File: src/rtl/ufc_pkg.sv
package ufc_pkg;

    typedef enum logic [1:0] {
        TRIG_ONE      = 2'b00,
        TRIG_FOUR     = 2'b01,
        TRIG_EIGHT    = 2'b10,
        TRIG_FOURTEEN = 2'b11
    } trig_sel_e;

    typedef struct packed {
        logic      enable;
        logic      dma;
        trig_sel_e trig;
    } ufc_cfg_t;

    typedef struct packed {
        logic rx_clr;
        logic tx_clr;
    } ufc_clr_t;

    localparam int unsigned CTL_EN_BIT    = 0;
    localparam int unsigned CTL_RXCLR_BIT = 1;
    localparam int unsigned CTL_TXCLR_BIT = 2;
    localparam int unsigned CTL_DMA_BIT   = 3;
    localparam int unsigned CTL_TRIG_LSB  = 6;

    // Threshold in bytes for a trigger code, limited to the FIFO depth.
    function automatic int unsigned trig_bytes(trig_sel_e sel, int unsigned depth);
        int unsigned v;
        case (sel)
            TRIG_ONE:      v = 1;
            TRIG_FOUR:     v = 4;
            TRIG_EIGHT:    v = 8;
            default:       v = 14;
        endcase
        if (v > depth) v = depth;
        return v;
    endfunction

endpackage

File: src/rtl/ufc_ctl_reg.sv
module ufc_ctl_reg
    import ufc_pkg::*;
(
    input  logic       clk,
    input  logic       rst,
    input  logic       we,
    input  logic [7:0] wdata,
    output ufc_cfg_t   cfg,
    output ufc_clr_t   clr
);
    logic en_bit;
    logic flush;
    logic unused_rsvd;

    assign en_bit      = wdata[CTL_EN_BIT];
    assign unused_rsvd = ^wdata[5:4];
    assign flush       = we && (en_bit != cfg.enable);

    always_comb begin
        clr.rx_clr = flush || (we && en_bit && wdata[CTL_RXCLR_BIT]);
        clr.tx_clr = flush || (we && en_bit && wdata[CTL_TXCLR_BIT]);
    end

    always_ff @(posedge clk) begin
        if (rst) begin
            cfg <= '{enable: 1'b0, dma: 1'b0, trig: TRIG_ONE};
        end else if (we) begin
            cfg.enable <= en_bit;
            if (en_bit) begin
                cfg.dma  <= wdata[CTL_DMA_BIT];
                cfg.trig <= trig_sel_e'(wdata[CTL_TRIG_LSB +: 2]);
            end
        end
    end
endmodule

File: src/rtl/ufc_byte_fifo.sv
module ufc_byte_fifo #(
    parameter  int DEPTH = 16,
    parameter  int DW    = 8,
    localparam int CW    = $clog2(DEPTH + 1),
    localparam int AW    = $clog2(DEPTH)
) (
    input  logic          clk,
    input  logic          rst,
    input  logic          clr,
    input  logic          single,
    input  logic          push,
    input  logic [DW-1:0] push_data,
    input  logic          pop,
    output logic [DW-1:0] pop_data,
    output logic [CW-1:0] count,
    output logic          empty,
    output logic          full,
    output logic          overrun
);
    logic [DW-1:0] mem [DEPTH];
    logic [AW-1:0] wr_ptr, rd_ptr;
    logic [CW-1:0] cap;
    logic          push_ok, pop_ok;

    function automatic logic [AW-1:0] step_ptr(logic [AW-1:0] p);
        return (p == AW'(DEPTH - 1)) ? '0 : p + AW'(1);
    endfunction

    assign cap     = single ? CW'(1) : CW'(DEPTH);
    assign empty   = (count == '0);
    assign full    = (count >= cap);
    assign push_ok = push && !full;
    assign pop_ok  = pop && !empty;

    always_ff @(posedge clk) begin
        if (!rst && !clr && push_ok) mem[wr_ptr] <= push_data;
    end

    always_ff @(posedge clk) begin
        if (rst) begin
            wr_ptr   <= '0;
            rd_ptr   <= '0;
            count    <= '0;
            overrun  <= 1'b0;
            pop_data <= '0;
        end else if (clr) begin
            wr_ptr  <= '0;
            rd_ptr  <= '0;
            count   <= '0;
            overrun <= 1'b0;
        end else begin
            if (push_ok) wr_ptr <= step_ptr(wr_ptr);
            if (push && full) overrun <= 1'b1;
            if (pop_ok) begin
                pop_data <= mem[rd_ptr];
                rd_ptr   <= step_ptr(rd_ptr);
            end
            count <= count + CW'(push_ok) - CW'(pop_ok);
        end
    end
endmodule

File: src/rtl/ufc_rx_trigger.sv
module ufc_rx_trigger
    import ufc_pkg::*;
#(
    parameter  int DEPTH = 16,
    localparam int CW    = $clog2(DEPTH + 1)
) (
    input  ufc_cfg_t      cfg,
    input  logic [CW-1:0] count,
    output logic          irq
);
    logic [CW-1:0] level;

    assign level = cfg.enable ? CW'(trig_bytes(cfg.trig, DEPTH)) : CW'(1);
    assign irq   = (count >= level);
endmodule

File: src/rtl/uart_fifo_ctl.sv
module uart_fifo_ctl
    import ufc_pkg::*;
#(
    parameter  int DEPTH = 16,
    parameter  int DW    = 8,
    localparam int CW    = $clog2(DEPTH + 1)
) (
    input  logic          clk,
    input  logic          rst,
    input  logic          ctl_we,
    input  logic [7:0]    ctl_wdata,
    input  logic          rxf_push,
    input  logic [DW-1:0] rxf_push_data,
    input  logic          rxf_pop,
    output logic [DW-1:0] rxf_pop_data,
    output logic [CW-1:0] rxf_count,
    output logic          rxf_empty,
    output logic          rxf_full,
    output logic          rxf_overrun,
    input  logic          txf_push,
    input  logic [DW-1:0] txf_push_data,
    input  logic          txf_pop,
    output logic [DW-1:0] txf_pop_data,
    output logic [CW-1:0] txf_count,
    output logic          txf_empty,
    output logic          txf_full,
    output logic          txf_overrun,
    output logic          rx_irq,
    output logic          dma_mode,
    output logic [1:0]    isr_fifo_en
);
    localparam int NDIR = 2;   // index 0 receive, 1 transmit

    ufc_cfg_t      cfg;
    ufc_clr_t      clr;
    logic          d_clr   [NDIR];
    logic          d_push  [NDIR];
    logic          d_pop   [NDIR];
    logic [DW-1:0] d_wdata [NDIR];
    logic [DW-1:0] d_rdata [NDIR];
    logic [CW-1:0] d_count [NDIR];
    logic          d_empty [NDIR];
    logic          d_full  [NDIR];
    logic          d_ovr   [NDIR];

    ufc_ctl_reg u_ctl (
        .clk   (clk),
        .rst   (rst),
        .we    (ctl_we),
        .wdata (ctl_wdata),
        .cfg   (cfg),
        .clr   (clr)
    );

    assign d_clr[0]   = clr.rx_clr;
    assign d_clr[1]   = clr.tx_clr;
    assign d_push[0]  = rxf_push;
    assign d_push[1]  = txf_push;
    assign d_pop[0]   = rxf_pop;
    assign d_pop[1]   = txf_pop;
    assign d_wdata[0] = rxf_push_data;
    assign d_wdata[1] = txf_push_data;

    for (genvar d = 0; d < NDIR; d++) begin : g_dir
        ufc_byte_fifo #(.DEPTH(DEPTH), .DW(DW)) u_fifo (
            .clk       (clk),
            .rst       (rst),
            .clr       (d_clr[d]),
            .single    (!cfg.enable),
            .push      (d_push[d]),
            .push_data (d_wdata[d]),
            .pop       (d_pop[d]),
            .pop_data  (d_rdata[d]),
            .count     (d_count[d]),
            .empty     (d_empty[d]),
            .full      (d_full[d]),
            .overrun   (d_ovr[d])
        );
    end

    ufc_rx_trigger #(.DEPTH(DEPTH)) u_trig (
        .cfg   (cfg),
        .count (d_count[0]),
        .irq   (rx_irq)
    );

    assign rxf_pop_data = d_rdata[0];
    assign rxf_count    = d_count[0];
    assign rxf_empty    = d_empty[0];
    assign rxf_full     = d_full[0];
    assign rxf_overrun  = d_ovr[0];
    assign txf_pop_data = d_rdata[1];
    assign txf_count    = d_count[1];
    assign txf_empty    = d_empty[1];
    assign txf_full     = d_full[1];
    assign txf_overrun  = d_ovr[1];
    assign dma_mode     = cfg.dma;
    assign isr_fifo_en  = {2{cfg.enable}};
endmodule

File: config.mk
export PLATFORM = sky130hd
export DESIGN_NAME = uart_fifo_ctl
export DESIGN_NICKNAME = d
export VERILOG_FILES = /design/src/rtl/ufc_pkg.sv /design/src/rtl/ufc_ctl_reg.sv /design/src/rtl/ufc_byte_fifo.sv /design/src/rtl/ufc_rx_trigger.sv /design/src/rtl/uart_fifo_ctl.sv
export SDC_FILE = /design/constraint.sdc
export NUM_CORES = 1
export LEC_CHECK = 0
export BUFFER_PORTS_ARGS = -buffer_cell sky130_fd_sc_hd__buf_4
export CAP_MARGIN = 0
export CORE_ASPECT_RATIO = 0.7
export CORE_UTILIZATION = 40
export CTS_BUF_LIST = sky130_fd_sc_hd__clkbuf_4
export CTS_CLUSTER_SIZE = 14
export DETAILED_ROUTE_END_ITERATION = 12
export GPL_ROUTABILITY_DRIVEN = 0
export PLACE_DENSITY_LB_ADDON = 0.25
export SYNTH_ARGS = -nofsm -noshare
export SYNTH_HDL_FRONTEND = slang
export SYNTH_SLANG_ARGS = --single-unit
File: constraint.sdc
create_clock -name clk -period 2.5 [get_ports clk]
set_input_delay 0.125 -clock clk [delete_from_list [all_inputs] [get_ports clk]]
set_output_delay 0.125 -clock clk [all_outputs]
set_load 0.01 [all_outputs]
Yosys cells after proc, flatten, opt, wreduce, memory -nomap -nowiden:

Memory sizes are Yosys's and may differ from the RTL's. A register that Yosys moved wholly into a read port is not among the register bits.
Index checks and enable logic that the tools add are counted.

* $add $sub $neg: 8
* muxes and demuxes: 12
* $lt $le $gt $ge: 4
* reduce and logical (&&, ||, !) cells: 31
* bitwise gates (word level): 2
* equality and inequality tests: 7

Operators by type and width (number)
* $add 4x1->4 const B: 4
* $eq 4x4->1 const B: 4
* $mux 4: 4
* $ge 5x5->1: 3
* $mux 5: 3
* $logic_and 1x1->1: 14
* $pmux 4 s3: 1
* $add 5x1->5: 2
* $logic_not 5->1: 2
* $sub 5x1->5: 2
* $logic_not 1->1: 7
* $reduce_and 2->1: 3
* $gt 4x5->1 const B: 1
* $mux 1: 4
* $reduce_or 2->1: 2
* $eq 2x1->1 const B: 1
* $eq 2x2->1 const B: 1
* $logic_not 2->1: 1
* $logic_or 1x1->1: 2
* $not 1->1: 2
* $ne 1x1->1: 1

* memories: 2
* input port bits: 31
* bits in registers: 32
* RAM bits: 256

Memories
* g_dir[0].u_fifo.mem: words 16, bits a word 8, read ports 1, clocked after Yosys merged registers in 1, wr ports 1, RTL line ufc_byte_fifo.sv:20 `logic [DW-1:0] mem [DEPTH];`
* g_dir[1].u_fifo.mem: words 16, bits a word 8, read ports 1, clocked after Yosys merged registers in 1, wr ports 1, RTL line ufc_byte_fifo.sv:20

Longest topological paths before layout:

* depth in word-level cells: 8
* mapped depth: 13
* mapped depth without buffers: 13

Modules after synthesis:

A second synthesis with hierarchy kept.

* cells, all modules: 787
* area total of the unflattened synthesis: 12600.8 um^2

By module, submodules not included
* ufc_byte_fifo: seq. area each 4284.1 um^2, area each 6138.4 um^2, cells an instance 374, times used 2
* ufc_ctl_reg: seq. area each 80.1 um^2, area each 197.7 um^2, cells an instance 22, times used 1
* ufc_rx_trigger: seq. area each 0.0 um^2, area each 115.1 um^2, cells an instance 15, times used 1
* uart_fifo_ctl: seq. area each 0.0 um^2, area each 11.3 um^2, cells an instance 2, times used 1

Worst setup path after synthesis:

No wires, ideal clock.

* kind: register to register
* start point: register u_ctl.cfg[3] (netlist name)
* end point: memory g_dir[1].u_fifo.mem[0][0], enable pin
* stages on the path, launching flop included: 8
* data arrival time: 2421 ps
* path slack: -316 ps
* clock period less this slack: 2816 ps
* buffers on the path: 1
* library setup time: 395 ps
* cells stage by stage: dfxtp_1 -> buf_6 -> inv_1 -> ha_1 -> and3b_1 -> o41ai_2 -> nand4_2 -> nor4_1

* word-level cells in the longest chain between the ends: 8
* elaborated cells on any way between the ends: 12
* those cells by class: 1 x order compare; 1 x eq/ne; 3 x mux; 7 x reduce/logical

RTL lines
* parallel branches: the longest is 5 deep, another holds $ge 5x5->1
* $logic_and 1x1->1 (*): RTL line ufc_byte_fifo.sv:36 `if (!rst && !clr && push_ok) mem[wr_ptr] <= push_data;`
* $mux 1 (*): RTL line ufc_byte_fifo.sv:36
* $mux 1 (not written as such) (*): RTL line ufc_byte_fifo.sv:36
* end: declaration: RTL line ufc_byte_fifo.sv:20

Mark *: on every way between the ends.

Final worst setup path:

* start point: register u_ctl.cfg[3] (netlist name)
* end point: memory g_dir[0].u_fifo.mem[11][6], enable pin

* word-level cells in the longest chain between the ends: 8
* elaborated cells on any way between the ends: 12
* those cells by class: 1 x order compare; 1 x eq/ne; 3 x mux; 7 x reduce/logical

RTL lines (RTL line)
* parallel branches: the longest is 5 deep, another holds $ge 5x5->1
* $logic_and 1x1->1 (*): ufc_byte_fifo.sv:36
* $mux 1 (*): ufc_byte_fifo.sv:36
* $mux 1 (not written as such) (*): ufc_byte_fifo.sv:36
* end: declaration: ufc_byte_fifo.sv:20

Marks and branches as above.

==> metrics <==
syn_nets=797; Hold Path End=g_dir[0].u_fifo.overrun; DRC viols=0; worst path arrival time=2.90 ns; Clk pwr share=0.312; Max IR drop VDD=0.000293 V; Pre-Repair DR Iteration Count=5; CTS H-Tree Depth=3; GRT Total Usage=0.185; CTS tree=yes; Core Area=30500 um2; root buffer cell=clkbuf_4; Min-Delay Startpoint=ctl_wdata[1]; final wirelength=just under 30000 um; FP Rows=53; Post-DP HPWL=18300 um; Die X=214 um; clk buf depth=3; RSZ-0062 raised after global routing=true; Startpoint Class=flip-flop; Hold Crit Class=in -> reg; Net Switching=3.79 mW; Yosys reg bits=~300; ratio of total power to cell area=841 nW/um2; most frequent cell after synthesis=edfxtp_1; Internal=around 9.7 mW; final setup margin=-0.0343 ns; Syn Inst Count=730; clk_lat worst skew=0.70 ns; largest net degree at the start of global routing=38; Switching Share=0.282; boundary pin count=67; area grow syn2layout=26.8%; Initial Util=0.414; gr ovfl total=0; hold-critical path depth=5; fraction of layout cells with a size suffix above 1=0.412; worst r2r dst=g_dir[0].u_fifo.mem[11][6]; Finish-stage setup viols=30; Synth Flop Type=edfxtp_1; fin crit share=1.01; DRT antenna net count=0; Placed Cells=1241; First DRT Iteration DRCs=730; status=complete, but fails checks; relative slew slack=0.545; fin nets=1026; first-pass GRT wire length=44400 um; Max-Cap Viols=0; critical setup path kind=reg -> reg; r2r setup slk=-0.03 ns; number of port buffers=64; EDFF count, synth=256; CP Capture Type=flip-flop; initial antenna violation count=1; Tightest Pin Transition=0.681 ns; CP required=2.86 ns; Slew Viols, Final=0; Num Clock Sinks=around 300; Synth top cells by count=256 x edfxtp_1, 53 x mux4_2, 48 x dfxtp_1; fin crit period=around 2.5 ns; WL/cell=~20 um; Final Non-Filler Cells=1430; final setup skew=0.0502 ns; Num CTS Buffers=75; vias per inst=5.23; reg-to-reg startpoint=u_ctl.cfg[3]; Peak Freq=395 MHz; Cell Area, Synth=12600 um2; sequential area share after synthesis=0.685; Logic pwr share=0.252; Worst Path Max Fanout=8; vias after detailed routing=7472; post-synth top area share=0.609; Seq pwr share=0.436; failing checks=setup timing; CTS clock-pin slew for the worst setup and hold paths=around 0.070 ns; Syn Area/Cell=around 17 um2; P_leak=5.60 nW; die height=around 150 um; fin util=0.524; largest cells by area after synthesis=edfxtp_1 61%, mux4_2 9.5%, dfxtp_1 7.6%; Total Die Area=between 30000 and 40000 um2; final hold viol count=0; YS warnings=0; R2R cell count=11; fraction of registers with async set/reset=0; unique cell type count in the Yosys netlist=57; top cell type by total area after synthesis=edfxtp_1; vias in the first global route=7628
==> registers in the layout (all words and copies together) (netlist names) <==
name                   cells
g_dir.u_fifo.count        10
g_dir.u_fifo.overrun       2
g_dir.u_fifo.pop_data     16
u_ctl.cfg                  4
g_dir.u_fifo.wr_ptr        8
g_dir.u_fifo.mem         256
g_dir.u_fifo.rd_ptr        8
==> worst max-delay path by stage <==
stage | slack (ns) | startpoint | end
6_report | -0.03 | u_ctl.cfg[3] | g_dir[0].u_fifo.mem[11][6]
4_1_cts | -0.03 | u_ctl.cfg[3] | g_dir[1].u_fifo.count[4]
3_5_place_dp | -0.05 | g_dir[0].u_fifo.count[3] | g_dir[0].u_fifo.count[4]
2_1_floorplan | -0.29 | g_dir[0].u_fifo.count[1] | g_dir[0].u_fifo.mem[11][0]
3_3_place_gp | -0.03 | g_dir[0].u_fifo.count[2] | g_dir[0].u_fifo.count[4]
5_1_grt | -0.14 | g_dir[1].u_fifo.count[2] | g_dir[1].u_fifo.count[4]
==> through the flow <==
| step | hold WS, ns | instance area (um2) | setup WS (ns) | setup TNS (ns) | power [mW] |
|---|---|---|---|---|---|
| 2_1_floorplan | 0.224 | 12700 | -0.295 | -48.13 | 7.65 |
| 4_1_cts | 0.0306 | 15700 | -0.0253 | -0.0336 | 13.4 |
| 6_report | 0.0994 | 16000 | -0.0343 | -0.493 | 13.4 |
| 3_5_place_dp | 0.423 | 14100 | -0.0454 | -0.0763 | 8.83 |
| 5_1_grt | 0.0617 | 16000 | -0.140 | -8.56 | 14.2 |
| 3_3_place_gp | 0.415 | 14100 | -0.0338 | -0.0338 | 8.81 |
==> cell families after synthesis <==
| family | Yosys count | share of synthesized area |
|---|---|---|
| xor+xnor | 8 | 0.00555 |
| mux | 82 | 0.133 |
| fa+ha+maj | 36 | 0.0369 |
| buf+inv | 76 | 0.0286 |
| simple gates | 135 | 0.0576 |
| compound gates | 89 | 0.0534 |
| flops | 304 | 0.685 |
==> critical path, stage by stage, from the launching register on <==
cell	delay, ns
dfxtp_2	0.35
buf_6	0.11
inv_6	0.04
ha_1	0.25
and3b_2	0.24
o41ai_4	0.24
buf_4	0.18
nand4_1	0.13
buf_6	0.17
buf_12	0.15
nor3_4	0.17
buf_6	0.18
==> cell usage in the layout, fill, tap and decap left out, drive strengths merged, types with 3 or more instances in the layout <==
| cell type | Yosys | routed |
|---|---|---|
| buf | 23 | 157 |
| dlygate4sd3 | 0 | 32 |
| nor2b | 4 | 4 |
| nand4 | 4 | 4 |
| a22oi | 16 | 16 |
| dfxtp | 48 | 48 |
| clkinv | 0 | 15 |
| edfxtp | 256 | 256 |
| nor2 | 17 | 17 |
| mux2 | 8 | 8 |
| nand2 | 25 | 25 |
| o21a | 3 | 3 |
| nand2b | 8 | 8 |
| clkbuf | 15 | 117 |
| and2 | 8 | 8 |
| inv | 38 | 40 |
| nor3 | 28 | 28 |
| nand3 | 11 | 11 |
| mux4 | 64 | 64 |
| a221o | 8 | 8 |
| ha | 34 | 34 |
| mux2i | 10 | 10 |
| or4 | 3 | 3 |
| a21oi | 25 | 25 |
| o31ai | 5 | 5 |
| a21o | 4 | 4 |
| xor2 | 6 | 6 |
| a311oi | 8 | 8 |
| o21ai | 7 | 7 |
| nor4 | 16 | 16 |
==> area by class of cell <==
class / instances / area [um2]
Sequential cell: 304 / 8660
Clock buffer: 116 / 871
Tap cell: 412 / 515
Clock inverter: 19 / 113
Inverter: 38 / 150
Timing Repair Buffer: 190 / 1680
Multi-Input combinational cell: 350 / 4010
Fill cell: 2483 / 14500
Antenna cell: 1 / 2.50
==> power by group through the flow <==
stage	combinational [mW]	clock, mW	sequential, mW
after floorplan	1.66	0	5.99
after global placement	2.85	0	5.96
after detailed placement	2.86	0	5.96
after CTS	3.19	4.32	5.86
after global routing	3.70	4.61	5.88
final	3.39	4.20	5.86
==> metal layers <==
metal	up-vias	global-route usage	share of wire
li1	3438	-	-
met1	3760	0.272	0.47
met2	247	0.266	0.44
met3	27	0.0475	0.067
met4	0	0.0636	0.014
met5	-	0	0
==> repair_timing <==
item,4_1_cts,5_1_grt
endpoints found under the setup margin,5,102
resized for setup,31,58
cloned,0,1
pin swaps,15,13
hold buffers,32,0
setup buffers,17,5
hold endpoints to repair,285,0
Note: power is estimated with default switching activity, not from simulation.
